**src/rtl/exc_entry_pkg.sv**
```systemverilog
package exc_entry_pkg;

   localparam int CAUSE_W   = 3;
   localparam int NUM_CAUSE = 1 << CAUSE_W;

   typedef enum logic [CAUSE_W-1:0] {
      CS_RESET = 3'd0,
      CS_BREAK = 3'd1,
      CS_IBUS  = 3'd2,
      CS_WATCH = 3'd3,
      CS_DBUS  = 3'd4,
      CS_DIV0  = 3'd5,
      CS_IRQ   = 3'd6,
      CS_SCALL = 3'd7
   } exc_cause_e;

   typedef enum logic [1:0] {
      CFG_NBASE = 2'd0,
      CFG_DBASE = 2'd1,
      CFG_CTRL  = 2'd2
   } cfg_sel_e;

   localparam int IE_W   = 3;
   localparam int IE_GLB = 0;
   localparam int IE_EXC = 1;
   localparam int IE_DBG = 2;

   function automatic logic cause_is_debug(input logic [CAUSE_W-1:0] c);
      return (c == CS_BREAK) || (c == CS_WATCH);
   endfunction

endpackage

```
**src/rtl/exc_prio.sv**
```systemverilog
module exc_prio
   import exc_entry_pkg::*;
#(
   parameter int NUM   = NUM_CAUSE,
   parameter int IRQ_N = int'(CS_IRQ),
   localparam int IW   = $clog2(NUM)
) (
   input  logic [NUM-1:0] pend,
   input  logic           ie_glb,
   output logic           hit,
   output logic [IW-1:0]  idx
);

   logic [NUM-1:0] gate_mask;
   logic [NUM-1:0] eligible;

   generate
      for (genvar g = 0; g < NUM; g++) begin : g_gate
         if (g == IRQ_N) begin : g_irq
            assign gate_mask[g] = ie_glb;
         end else begin : g_plain
            assign gate_mask[g] = 1'b1;
         end
      end
   endgenerate

   assign eligible = pend & gate_mask;

   always_comb begin
      hit = 1'b0;
      idx = '0;
      for (int i = NUM - 1; i >= 0; i--) begin
         if (eligible[i]) begin
            hit = 1'b1;
            idx = IW'(i);
         end
      end
   end

endmodule

```
**src/rtl/exc_base_regs.sv**
```systemverilog
module exc_base_regs
   import exc_entry_pkg::*;
#(
   parameter int          XLEN       = 32,
   parameter int          BASE_ALIGN = 8,
   parameter bit          REMAP_EN   = 1'b1,
   parameter logic [31:0] NBASE_RST  = 32'h0000_0000,
   parameter logic [31:0] DBASE_RST  = 32'h0000_1000
) (
   input  logic            clk,
   input  logic            rst_n,
   input  logic            we,
   input  logic [1:0]      sel,
   input  logic [XLEN-1:0] wdata,
   output logic [XLEN-1:0] nbase,
   output logic [XLEN-1:0] dbase,
   output logic            remap
);

   localparam logic [XLEN-1:0] LOW_MASK = XLEN'((64'd1 << BASE_ALIGN) - 64'd1);

   logic [XLEN-1:0] wmasked;
   assign wmasked = wdata & ~LOW_MASK;

   always_ff @(posedge clk) begin
      if (!rst_n) begin
         nbase <= XLEN'(NBASE_RST) & ~LOW_MASK;
         dbase <= XLEN'(DBASE_RST) & ~LOW_MASK;
      end else if (we) begin
         if (sel == CFG_NBASE) nbase <= wmasked;
         if (sel == CFG_DBASE) dbase <= wmasked;
      end
   end

   generate
      if (REMAP_EN) begin : g_remap
         always_ff @(posedge clk) begin
            if (!rst_n)                        remap <= 1'b0;
            else if (we && sel == CFG_CTRL)    remap <= wdata[0];
         end
      end else begin : g_noremap
         assign remap = 1'b0;
      end
   endgenerate


   base_low_zero_chk: assert property (@(posedge clk) disable iff (!rst_n)
      ((nbase & LOW_MASK) == '0) && ((dbase & LOW_MASK) == '0));

endmodule

```
**src/rtl/exc_vec_calc.sv**
```systemverilog
module exc_vec_calc
   import exc_entry_pkg::*;
#(
   parameter int XLEN      = 32,
   parameter int VEC_SHIFT = 5,
   parameter int RIDX_W    = 5,
   parameter int EA_IDX    = 30,
   parameter int BA_IDX    = 31
) (
   input  logic [CAUSE_W-1:0] cause,
   input  logic [XLEN-1:0]    nbase,
   input  logic [XLEN-1:0]    dbase,
   input  logic               remap,
   input  logic [IE_W-1:0]    ie_cur,
   output logic [XLEN-1:0]    vec,
   output logic               ra_wr,
   output logic [RIDX_W-1:0]  ra_idx,
   output logic [IE_W-1:0]    ie_nxt
);

   logic dbg;
   logic use_dbase;

   assign dbg       = cause_is_debug(cause);
   assign use_dbase = dbg | remap;
   assign vec       = (use_dbase ? dbase : nbase) + (XLEN'(cause) << VEC_SHIFT);
   assign ra_wr     = (cause != CS_RESET);
   assign ra_idx    = dbg ? RIDX_W'(BA_IDX) : RIDX_W'(EA_IDX);

   always_comb begin
      ie_nxt = ie_cur;
      if (cause == CS_RESET) begin
         ie_nxt = '0;
      end else if (dbg) begin
         if (ie_cur[IE_GLB]) ie_nxt[IE_DBG] = 1'b1;
         ie_nxt[IE_GLB] = 1'b0;
      end else begin
         if (ie_cur[IE_GLB]) ie_nxt[IE_EXC] = 1'b1;
         ie_nxt[IE_GLB] = 1'b0;
      end
   end

endmodule

```
**src/rtl/exc_entry_ctrl.sv**
```systemverilog
module exc_entry_ctrl
   import exc_entry_pkg::*;
#(
   parameter int          XLEN       = 32,
   parameter int          VEC_SHIFT  = 5,
   parameter int          BASE_ALIGN = 8,
   parameter int          RIDX_W     = 5,
   parameter int          EA_IDX     = 30,
   parameter int          BA_IDX     = 31,
   parameter bit          REMAP_EN   = 1'b1,
   parameter logic [31:0] NBASE_RST  = 32'h0000_0000,
   parameter logic [31:0] DBASE_RST  = 32'h0000_1000
) (
   input  logic                 clk,
   input  logic                 rst_n,
   input  logic [NUM_CAUSE-1:0] cause_pend,
   input  logic [XLEN-1:0]      pc_in,
   input  logic [IE_W-1:0]      ie_in,
   input  logic                 cfg_we,
   input  logic [1:0]           cfg_sel,
   input  logic [XLEN-1:0]      cfg_wdata,
   output logic                 redir_valid,
   output logic [XLEN-1:0]      redir_pc,
   output logic                 ra_we,
   output logic [RIDX_W-1:0]    ra_sel,
   output logic [XLEN-1:0]      ra_data,
   output logic                 ie_we,
   output logic [IE_W-1:0]      ie_out
);

   generate
      if ((NUM_CAUSE << VEC_SHIFT) > (1 << BASE_ALIGN)) begin : g_bad_align
         $error("vector span exceeds base alignment");
      end
      if (BASE_ALIGN >= XLEN) begin : g_bad_width
         $error("base alignment must be below XLEN");
      end
      if (EA_IDX == BA_IDX || EA_IDX >= (1 << RIDX_W) || BA_IDX >= (1 << RIDX_W)) begin : g_bad_idx
         $error("return register indices invalid");
      end
   endgenerate

   logic                hit;
   logic [CAUSE_W-1:0]  cause;
   logic [XLEN-1:0]     nbase, dbase;
   logic                remap;
   logic [XLEN-1:0]     vec;
   logic                ra_wr;
   logic [RIDX_W-1:0]   ra_idx;
   logic [IE_W-1:0]     ie_nxt;

   exc_prio #(.NUM(NUM_CAUSE), .IRQ_N(int'(CS_IRQ))) u_prio (
      .pend   (cause_pend),
      .ie_glb (ie_in[IE_GLB]),
      .hit    (hit),
      .idx    (cause)
   );

   exc_base_regs #(
      .XLEN(XLEN), .BASE_ALIGN(BASE_ALIGN), .REMAP_EN(REMAP_EN),
      .NBASE_RST(NBASE_RST), .DBASE_RST(DBASE_RST)
   ) u_bases (
      .clk   (clk),
      .rst_n (rst_n),
      .we    (cfg_we),
      .sel   (cfg_sel),
      .wdata (cfg_wdata),
      .nbase (nbase),
      .dbase (dbase),
      .remap (remap)
   );

   exc_vec_calc #(
      .XLEN(XLEN), .VEC_SHIFT(VEC_SHIFT), .RIDX_W(RIDX_W),
      .EA_IDX(EA_IDX), .BA_IDX(BA_IDX)
   ) u_vec (
      .cause  (cause),
      .nbase  (nbase),
      .dbase  (dbase),
      .remap  (remap),
      .ie_cur (ie_in),
      .vec    (vec),
      .ra_wr  (ra_wr),
      .ra_idx (ra_idx),
      .ie_nxt (ie_nxt)
   );

   always_ff @(posedge clk) begin
      if (!rst_n) begin
         redir_valid <= 1'b0;
         redir_pc    <= '0;
         ra_we       <= 1'b0;
         ra_sel      <= '0;
         ra_data     <= '0;
         ie_we       <= 1'b0;
         ie_out      <= '0;
      end else begin
         redir_valid <= hit;
         ra_we       <= hit & ra_wr;
         ie_we       <= hit;
         if (hit) begin
            redir_pc <= vec;
            ra_sel   <= ra_idx;
            ra_data  <= pc_in;
            ie_out   <= ie_nxt;
         end
      end
   end


   irq_gate_chk: assert property (@(posedge clk) disable iff (!rst_n)
      (hit && cause == CS_IRQ) |-> ie_in[IE_GLB]);


   vec_align_chk: assert property (@(posedge clk) disable iff (!rst_n)
      redir_valid |-> (redir_pc[VEC_SHIFT-1:0] == '0));


   ra_data_chk: assert property (@(posedge clk) disable iff (!rst_n)
      ra_we |-> (ra_data == $past(pc_in)));


   ie_clear_chk: assert property (@(posedge clk) disable iff (!rst_n)
      ie_we |-> !ie_out[IE_GLB]);


   ra_pair_chk: assert property (@(posedge clk) disable iff (!rst_n)
      ra_we |-> (redir_valid && (ra_sel == RIDX_W'(EA_IDX) || ra_sel == RIDX_W'(BA_IDX))));

endmodule

```
**config.mk**
```make
export PLATFORM = sky130hd
export DESIGN_NAME = exc_entry_ctrl
export DESIGN_NICKNAME = d
export VERILOG_FILES = /design/src/rtl/exc_entry_pkg.sv /design/src/rtl/exc_prio.sv /design/src/rtl/exc_base_regs.sv /design/src/rtl/exc_vec_calc.sv /design/src/rtl/exc_entry_ctrl.sv
export SDC_FILE = /design/constraint.sdc
export NUM_CORES = 1
export LEC_CHECK = 0
export ABC_AREA = 1
export BUFFER_PORTS_ARGS = -buffer_cell sky130_fd_sc_hd__buf_2
export CORE_ASPECT_RATIO = 1.25
export CORE_MARGIN = 2
export CORE_UTILIZATION = 45
export DETAILED_ROUTE_END_ITERATION = 12
export HOLD_SLACK_MARGIN = 0.03
export PLACE_DENSITY = 0.76
export SLEW_MARGIN = 0
export SYNTH_ARGS = -nofsm -noshare
export SYNTH_HDL_FRONTEND = slang
export SYNTH_SLANG_ARGS = --single-unit
```
**constraint.sdc**
```tcl
create_clock -name clk -period 1.3 [get_ports clk]
set_input_delay 0.13 -clock clk [delete_from_list [all_inputs] [get_ports clk]]
set_output_delay 0.13 -clock clk [all_outputs]
set_load 0.05 [all_outputs]
```
**Word-level counts from Yosys, hierarchy flattened**

Index checks and enable logic that the tools add are counted.

- Add/sub/neg operators: 1
- Equality and inequality tests: 4
- Multiplexer cells: 23
- Bitwise gates (word level): 3
- Reduce and logical (&&, ||, !) cells: 7

Operators with widths:

| operator | count |
|---|---|
| 32-bit by 8-bit adder with 32-bit output | 1 |
| 32-bit 2-to-1 mux | 1 |
| 3-bit 2-to-1 mux | 9 |
| 1-bit 2-to-1 mux | 13 |
| 8-bit AND | 1 |
| 2-bit AND reduction | 2 |
| 3-bit by 1-bit equality test with 1-bit output, second input constant | 1 |
| 3-bit by 2-bit equality test with 1-bit output, second input constant | 1 |
| 3-bit zero test | 1 |
| 3-bit nonzero test | 1 |
| 2-bit by 1-bit equality test with 1-bit output, second input constant | 1 |
| 2-bit equality test, second input constant | 1 |
| 2-bit zero test | 1 |
| 1-bit AND | 1 |
| 1-bit logical AND | 1 |
| 1-bit logical OR | 1 |
| 1-bit OR | 1 |

- Bits in registers: 123
- Output and inout bits: 75
- Logic and storage cells: 47

**Logic depth before layout (Yosys ltp)**

Gate-level depths: netlist of run 1.

- Word-level depth: 14
- Gate-level depth with buffers: 13
- Mapped depth without buffers: 12

**Hierarchy**

From an unflattened synthesis of run 1, not the netlist that was laid out.

- Cell total of the unflattened synthesis: 1139
- Area total of the unflattened synthesis: 7041.8 µm²

Modules (own cells, without submodules):

| module | times used | cells an instance | area an instance (µm²) | seq. area each (µm²) |
|---|---|---|---|---|
| exc_entry_ctrl | 1 | 463 | 3015.4 | 1481.4 |
| exc_base_regs | 1 | 335 | 2229.6 | 980.9 |
| exc_vec_calc | 1 | 319 | 1699.1 | 0.0 |
| exc_prio | 1 | 22 | 97.6 | 0.0 |

**Worst setup path before layout of run 1**

OpenSTA, ideal clock, no wires.

- Path kind: input -> register
- From: input cause_pend[3]
- To: register redir_pc[13]
- Setup time: 0.119 ns
- Arrival: 1.055 ns
- Slack: 0.127 ns
- Cell stages on the path: 9
- Path through: inv_1 > nand2_1 > nor3_2 > inv_1 > nor2_4 > nor2_2 > buf_2 > nand2_1 > o21ai_1

- Word-level cells in the longest chain between the ends: 10
- Elaborated cells between the ends (all ways): 15

Ends and longest elaborated chain:

| element | RTL line | RTL |
|---|---|---|
| from (decl) | exc_entry_ctrl.sv:16 | `input logic [NUM_CAUSE-1:0] cause_pend,` |
| 8-bit AND (*) | exc_prio.sv:27 | `assign eligible = pend & gate_mask;` |
| 3-bit 2-to-1 mux (4 in series) | exc_prio.sv:33 | `if (eligible[i]) begin` |
| 3-bit by 1-bit equality test with 1-bit output or 3-bit by 2-bit equality test with 1-bit output (tied branches) | exc_entry_pkg.sv:29 | `return (c == CS_BREAK) \|\| (c == CS_WATCH);` |
| 1-bit logical OR | exc_entry_pkg.sv:29 |  |
| 1-bit OR | exc_vec_calc.sv:25 | `assign use_dbase = dbg \| remap;` |
| 32-bit 2-to-1 mux | exc_vec_calc.sv:26 | `assign vec = (use_dbase ? dbase : nbase) + (XLEN'(cause) << VEC_SHIFT);` |
| 32-bit by 8-bit adder with 32-bit output | exc_vec_calc.sv:26 |  |
| to (signal assigned) | exc_entry_ctrl.sv:102 | `redir_pc <= vec;` |
| to (decl) | exc_entry_ctrl.sv:23 | `output logic [XLEN-1:0] redir_pc,` |

Mark *: on every way between the ends. The rest lies on a longest branch, timed or not.
A chain may end at the register's enable or synchronous reset.

**Worst setup path in the final report of run 1**

- From: register redir_pc[20]
- To: output redir_pc[20]

No word-level cell between the ends.

==> impl_metrics.py, run 1 <==
metrics = {
    "status": {
        "outcome": "completed",
    },
    "floorplan": {
        "core.rowCount": 40,
        "die_h_um": 115,
        "core_um2": 9560,
        "dieArea_um2": 10600,
        "io_pins": 155,
        "start_util": 0.462,
        "die_w_um": 92.6,
    },
    "timing": {
        "fin_skew_ns": 0.00857,
        "post-route-period-util": 0.905,
        "hold_violations": 0,
        "rsz0062_at_grt": "false",
        "min_period_ns": 1.18,
        "timing.hold.ws_ns": 0.0723,
        "setup_violations": 0,
        "fin_tns_setup_ns": 0,
        "fmax_ghz": 0.850,
        "drv_slew": 0,
    },
    "setup_path": {
        "required_ns": 1.17,
        "cp-end-kind": "output port",
        "cp-start-kind": "flop",
        "critPathArrivalTime_ns": 1.05,
        "crit_fanout": 2,
        "slowest_delay_ns": 0.36,
        "r2r_end": "redir_pc[9]$_SDFFE_PN0N_",
        "rr_worst_depth": 6,
        "crit_chain": "buf_2",
        "reg2reg_from": "u_bases.remap$_SDFFE_PN0P_",
        "crit_start": "redir_pc[20]$_SDFFE_PN0N_",
        "cp.buffers_inverters": 1,
        "path_class": "reg -> out",
        "slowest_stage": "dfxtp_1",
        "path_depth": 1,
        "regToRegSetupSlack_ns": 0.30,
        "endpoint": "redir_pc[20]",
        "path_delay_family": "flip-flops",
    },
    "global_route": {
        "grt-ovfl-total": 0,
        "grt_max_degree": 108,
        "grt_pass1_vias": 4302,
        "antenna_found_initial": 0,
        "grt_pass1_wl_um": 19700,
        "grtUsageTotal": 0.231,
    },
    "yosys": {
        "synth_edf_count": 0,
        "ys.flop_type": "dfxtp_1",
        "yosysUniqueCellTypes": 24,
        "synth.top_cell.area_share": 0.517,
        "netlist_instances": 585,
        "netlist_area_um2": 4420,
        "synth.avg_cell_area_um2": 7.55,
        "synthArstFlopShare": 0,
        "yosys-top-cells-area": "dfxtp_1 52%, nor2_1 11%, o21ai_0 9.1%, nand2_1 5.9%, inv_1 3.5%",
        "synth_top_area_cell": "dfxtp_1",
        "synth_warnings": 0,
        "synth_seq_cells": 114,
        "seq_area_frac_synth": 0.517,
    },
    "clock_tree": {
        "cts_buffers": 17,
        "clockBufferDepth": 2,
        "cts.htree.levels": 4,
        "root_buffer": "clkbuf_16",
        "clk_pin_slew_ns": 0.05,
        "cts.sinks": 114,
        "post_cts_buffers": 0,
        "cts_tree": "built",
        "clk_latency_ns": 0.40,
    },
    "layout": {
        "antennaDiodeCount": 0,
        "drive_gt1_frac": 0.267,
        "num-nets-final": 865,
        "instances_no_fill": 924,
        "syn_to_final_growth_pct": 47.7,
    },
    "power_and_ir_drop": {
        "powerDensity_nw_per_um2": 1610,
        "cellLeakagePower_uw": 0.00312,
        "ir_worst_vdd_mv": 1.17,
        "power_uw": 10500,
    },
    "placed_design": {
        "dpl.hpwl_um": 7260,
        "dp_cells": 833,
        "gp_congestion": 0.810,
        "port_buffers": 141,
    },
    "route": {
        "via_count": 4453,
        "drtIter0Drc": 214,
        "drt-total-wl_um": 12000,
        "ant_nets": 0,
        "wl_per_cell_um": 13.0,
        "drc_errors": 0,
        "viasPerCell": 4.82,
        "drt_pass1_iterations": 5,
    },
    "flow_run": {
        "maxCapViolations": 0,
    },
    "worst_hold_path": {
        "hold_path_class": "in -> reg",
    },
}
flip-flops by register name, indices dropped and copies added (netlist names):
| signal | flops |
|---|---|
| ra_sel | 2 |
| u_bases.dbase | 24 |
| u_bases.nbase | 24 |
| ra_we | 1 |
| redir_pc | 27 |
| ie_we | 1 |
| ie_out | 2 |
| u_bases.remap | 1 |
| ra_data | 32 |
stage by stage:
stage | utilization | worst slack (ns) | area [um2]
6_report | 0.683 | 0.123 | 6530
5_1_grt | 0.683 | 0.0571 | 6530
4_1_cts | 0.682 | 0.102 | 6520
3_5_place_dp | 0.552 | -0.215 | 5270
3_3_place_gp | 0.552 | -0.135 | 5270
2_1_floorplan | - | 0.127 | 4440
cell usage after synthesis (3+ instances only):
master and number:
o21ai_0 80, nand2_2 3, dfxtp_1 114, a21oi_1 29, o21ai_1 24, nor2_2 11
nand3_1 28, inv_1 41, nor2_1 128, buf_2 13, clkbuf_1 20, buf_4 11
nand2_1 69
how the worst min path moves through the flow:
stage / startpoint / end / slack (ns) / cells past startpoint
2_1_floorplan: cause_pend[0] / ra_we$_SDFF_PN0_ / 0.20 / 1
5_1_grt: ie_in[1] / ie_out[1]$_SDFFE_PN0N_ / 0.08 / 5
4_1_cts: cause_pend[1] / redir_pc[6]$_SDFFE_PN0N_ / 0.05 / 4
3_5_place_dp: pc_in[5] / ra_data[5]$_SDFFE_PN0N_ / 0.38 / 3
3_3_place_gp: pc_in[5] / ra_data[5]$_SDFFE_PN0N_ / 0.37 / 3
6_report: ie_in[1] / ie_out[1]$_SDFFE_PN0N_ / 0.07 / 5
cell type report:
| class | count | area [um2] |
|---|---|---|
| inverter | 42 | 160 |
| tap | 126 | 158 |
| clock buffer | 21 | 450 |
| clock inverter | 11 | 208 |
| timing repair buffer | 223 | 1530 |
| multi-input combinational | 387 | 1740 |
| sequential | 114 | 2280 |
| fill | 738 | 3030 |
layer usage:
metal / part of all wire / vias up / track usage
met5: 0 / - / 0
met4: 0.010 / 0 / 0.0784
met3: 0.058 / 12 / 0.0550
met2: 0.52 / 150 / 0.425
met1: 0.41 / 2034 / 0.263
li1: - / 2257 / -
where the power goes:
group,internal [uW],switching [uW]
registers,3710,103
clock network,3630,1510
logic,510,1020
total,7850,2640
what timing repair did:
| action | CTS | global route |
|---|---|---|
| hold buffers | 59 | 0 |
| setup endpoints to repair | 0 | 1 |
| endpoints found under the hold margin | 73 | 0 |
| resized for setup | 0 | 2 |
logic make-up after synthesis:
logic type      after synthesis  synth area share
compound gates              137             0.158
buf+inv                      89            0.0946
flops                       114             0.517
other cells                   1          0.000849
simple gates                244             0.230
cells in the final DEF, fill, tap and decap left out:
cell             n
o211ai_1         2
o21ai_0         80
inv_4            1
buf_12           5
clkinv_2         4
nand3_2          2
nor2_2          11
nor2_4           1
nand2_1         69
conb_1           6
a21oi_2          1
o21ai_1         24
clkbuf_8         1
dfxtp_1        114
a21oi_1         29
nand4_1          1
nor3_2           1
clkinvlp_4       1
nand2_2          3
clkbuf_16       17
bufinv_16        6
o311ai_0         1
dlygate4sd3_1   59
buf_4           18
inv_1           41
nor2_1         128
nand3_1         28
clkbuf_1         3
buf_2          141
Power figures use the tool's default switching activity.
==> run 2: changes to the inputs <==
--- a/config.mk
+++ b/config.mk
@@ -5,7 +5,6 @@
 export SDC_FILE = /design/constraint.sdc
 export NUM_CORES = 1
 export LEC_CHECK = 0
-export ABC_AREA = 1
 export BUFFER_PORTS_ARGS = -buffer_cell sky130_fd_sc_hd__buf_2
 export CORE_ASPECT_RATIO = 1.25
 export CORE_MARGIN = 2
==> run 2 against run 1 <==
Clock skew fell by 0.0028 ns. Core utilization rose by 0.73 points. Sequential cell count did not move. Sequential share of layout area fell by 0.73 points. Synthesized cell count fell by 16%. Wire length fell by 4.3%. Non-clock buffer count rose by 2. Clock power fell by 4.3%. Register-to-register slack got worse by 0.21 ns. Maximum frequency fell by 3.1%. Final area rose by 2.1%. Critical endpoint is now redir_pc[27]$_SDFFE_PN0N_. Largest power group unchanged.
==> impl_metrics.py, run 2 <==
metrics = {
    "yosys": {
        "seq_area_frac_synth": 0.511,
        "synth_seq_cells": 114,
        "synth.avg_cell_area_um2": 9.08,
        "synth_top_area_cell": "dfxtp_1",
        "netlist_area_um2": 4470,
        "yosysUniqueCellTypes": 34,
        "synthArstFlopShare": 0,
        "synth_warnings": 0,
        "ys.flop_type": "dfxtp_1",
        "netlist_instances": 492,
        "yosys-top-cells-area": "dfxtp_1 51%, nand2_1 14%, a21boi_0 8.9%, mux2i_1 5.6%, o2bb2ai_1 4.9%",
        "synth.top_cell.area_share": 0.511,
        "synth_edf_count": 0,
        "synthTopCellsByCount": "163 x nand2_1, 114 x dfxtp_1, 53 x a21boi_0",
        "synth.most_common_cell": "nand2_1",
    },
    "timing": {
        "fin_skew_ns": 0.00573,
        "tightest_slew_ns": 0.540,
        "post-route-period-util": 0.934,
        "min_period_ns": 1.21,
        "hold_violations": 0,
        "drv_slew": 0,
        "slew_headroom": 0.640,
        "rsz0062_at_grt": "false",
        "setup_violations": 0,
        "fmax_ghz": 0.823,
        "fin_ws_ns": 0.0856,
    },
    "route": {
        "drt_pass1_iterations": 4,
        "via_count": 4147,
        "drt-total-wl_um": 11500,
        "wl_per_cell_um": 13.8,
        "viasPerCell": 4.97,
        "drc_errors": 0,
        "drtIter0Drc": 152,
        "ant_nets": 0,
    },
    "global_route": {
        "grt-ovfl-total": 0,
        "antenna_found_initial": 0,
        "grt_max_degree": 55,
        "grtUsageTotal": 0.218,
        "grt_pass1_vias": 4095,
        "grt_pass1_wl_um": 18500,
    },
    "layout": {
        "largest_registers": "ra_data (32), redir_pc (27)",
        "num-nets-final": 777,
        "fin_area_um2": 6660,
        "final_common_cell": "nand2_1",
        "layout_common_cells": "163 x nand2_1, 141 x buf_2, 114 x dfxtp_1",
        "antennaDiodeCount": 0,
        "syn_to_final_growth_pct": 49.1,
        "largest_reg_flops": 32,
        "drive_gt1_frac": 0.293,
        "instances_no_fill": 835,
        "fillers": 710,
        "utilization": 0.690,
        "multi_input_area_um2": 1960,
        "seq_area_um2": 2280,
        "max_flop_register": "ra_data",
    },
    "setup_path": {
        "path_class": "reg -> reg",
        "cp-start-kind": "flop",
        "critPathArrivalTime_ns": 1.51,
        "cp-end-kind": "flop",
        "required_ns": 1.59,
        "crit_fanout": 24,
    },
    "floorplan": {
        "dieArea_um2": 10700,
        "core.rowCount": 40,
        "die_h_um": 115,
        "die_w_um": 93.1,
        "io_pins": 155,
        "core_um2": 9660,
        "start_util": 0.463,
    },
    "clock_tree": {
        "cts.sinks": 114,
        "root_buffer": "clkbuf_16",
        "clockBufferDepth": 2,
        "cts_tree": "built",
        "clk_pin_slew_ns": 0.05,
        "clk_latency_ns": 0.40,
        "cts_buffers": 17,
        "ctsResizeCount": 0,
        "cts.htree.levels": 4,
    },
    "placed_design": {
        "dp_cells": 747,
        "placed_area_um2": 5460,
        "gp_congestion": 0.780,
        "port_buffers": 141,
        "preCtsSetupSlack_ns": -0.226,
        "dpl.hpwl_um": 7210,
    },
    "flow_run": {
        "maxCapViolations": 0,
    },
    "power_and_ir_drop": {
        "cellLeakagePower_uw": 0.00298,
        "power_uw": 9820,
        "ir_worst_vdd_mv": 1.11,
        "powerDensity_nw_per_um2": 1470,
    },
    "status": {
        "outcome": "completed",
    },
    "worst_hold_path": {
        "hold_path_class": "in -> reg",
    },
}
[run 2: final cells by class]
cell class	count	share of cell area
sequential	114	0.342
multi-input combinational	336	0.294
timing repair buffer	225	0.243
clock buffer	22	0.0727
tap	126	0.0237
clock inverter	9	0.0229
inverter	3	0.00169
[run 2: worst paths after layout]
| check | cells past startpoint | start | to | slack [ns] |
|---|---|---|---|---|
| worst min-delay path | 3 | cause_pend[0] | ra_we$_SDFF_PN0_ | 0.05 |
| worst min register to register | 2 | ra_data[20]$_SDFFE_PN0N_ | ra_data[20]$_SDFFE_PN0N_ | 0.44 |
| worst max register to register | 4 | u_bases.remap$_SDFFE_PN0P_ | redir_pc[27]$_SDFFE_PN0N_ | 0.09 |
| worst max-delay path | 4 | u_bases.remap$_SDFFE_PN0P_ | redir_pc[27]$_SDFFE_PN0N_ | 0.09 |
[run 2: routing by layer]
layer	GRT usage	share of wire	wire, um
met5	0	0	0
met4	0.0951	0.019	221
met3	0.0637	0.057	653
met2	0.388	0.50	5750
met1	0.242	0.42	4860
[run 2: timing repair]
item	in CTS	in global routing
hold buffers	57	0
buffers inserted	0	0
hold endpoints to repair	81	0
endpoints found under the setup margin	0	0
[run 2: metrics by stage]
| stage | TNS [ns] | hold slack, ns |
|---|---|---|
| 2_1_floorplan | 0 | 0.202 |
| 3_3_place_gp | -8.08 | 0.352 |
| 3_5_place_dp | -10.05 | 0.362 |
| 4_1_cts | 0 | 0.0315 |
| 5_1_grt | 0 | 0.0414 |
| 6_report | 0 | 0.0488 |
[run 2: kinds of logic after synthesis]
| family | Yosys count | share of synthesized area |
|---|---|---|
| simple gates | 190 | 0.172 |
| buf+inv | 47 | 0.0579 |
| mux | 25 | 0.0560 |
| other cells | 1 | 0.000839 |
| flops | 114 | 0.511 |
| compound gates | 115 | 0.202 |
[run 2: power by group]
group / internal [uW] / switching, uW
Clock: 3390 / 1540
Combinational: 473 / 714
Sequential: 3640 / 70.7
[run 2: critical path: stages (launching register included)]
cell       delay, ns
dfxtp_1         0.33
a211oi_4        0.20
buf_12          0.25
mux2i_1         0.25
o2bb2ai_1       0.07
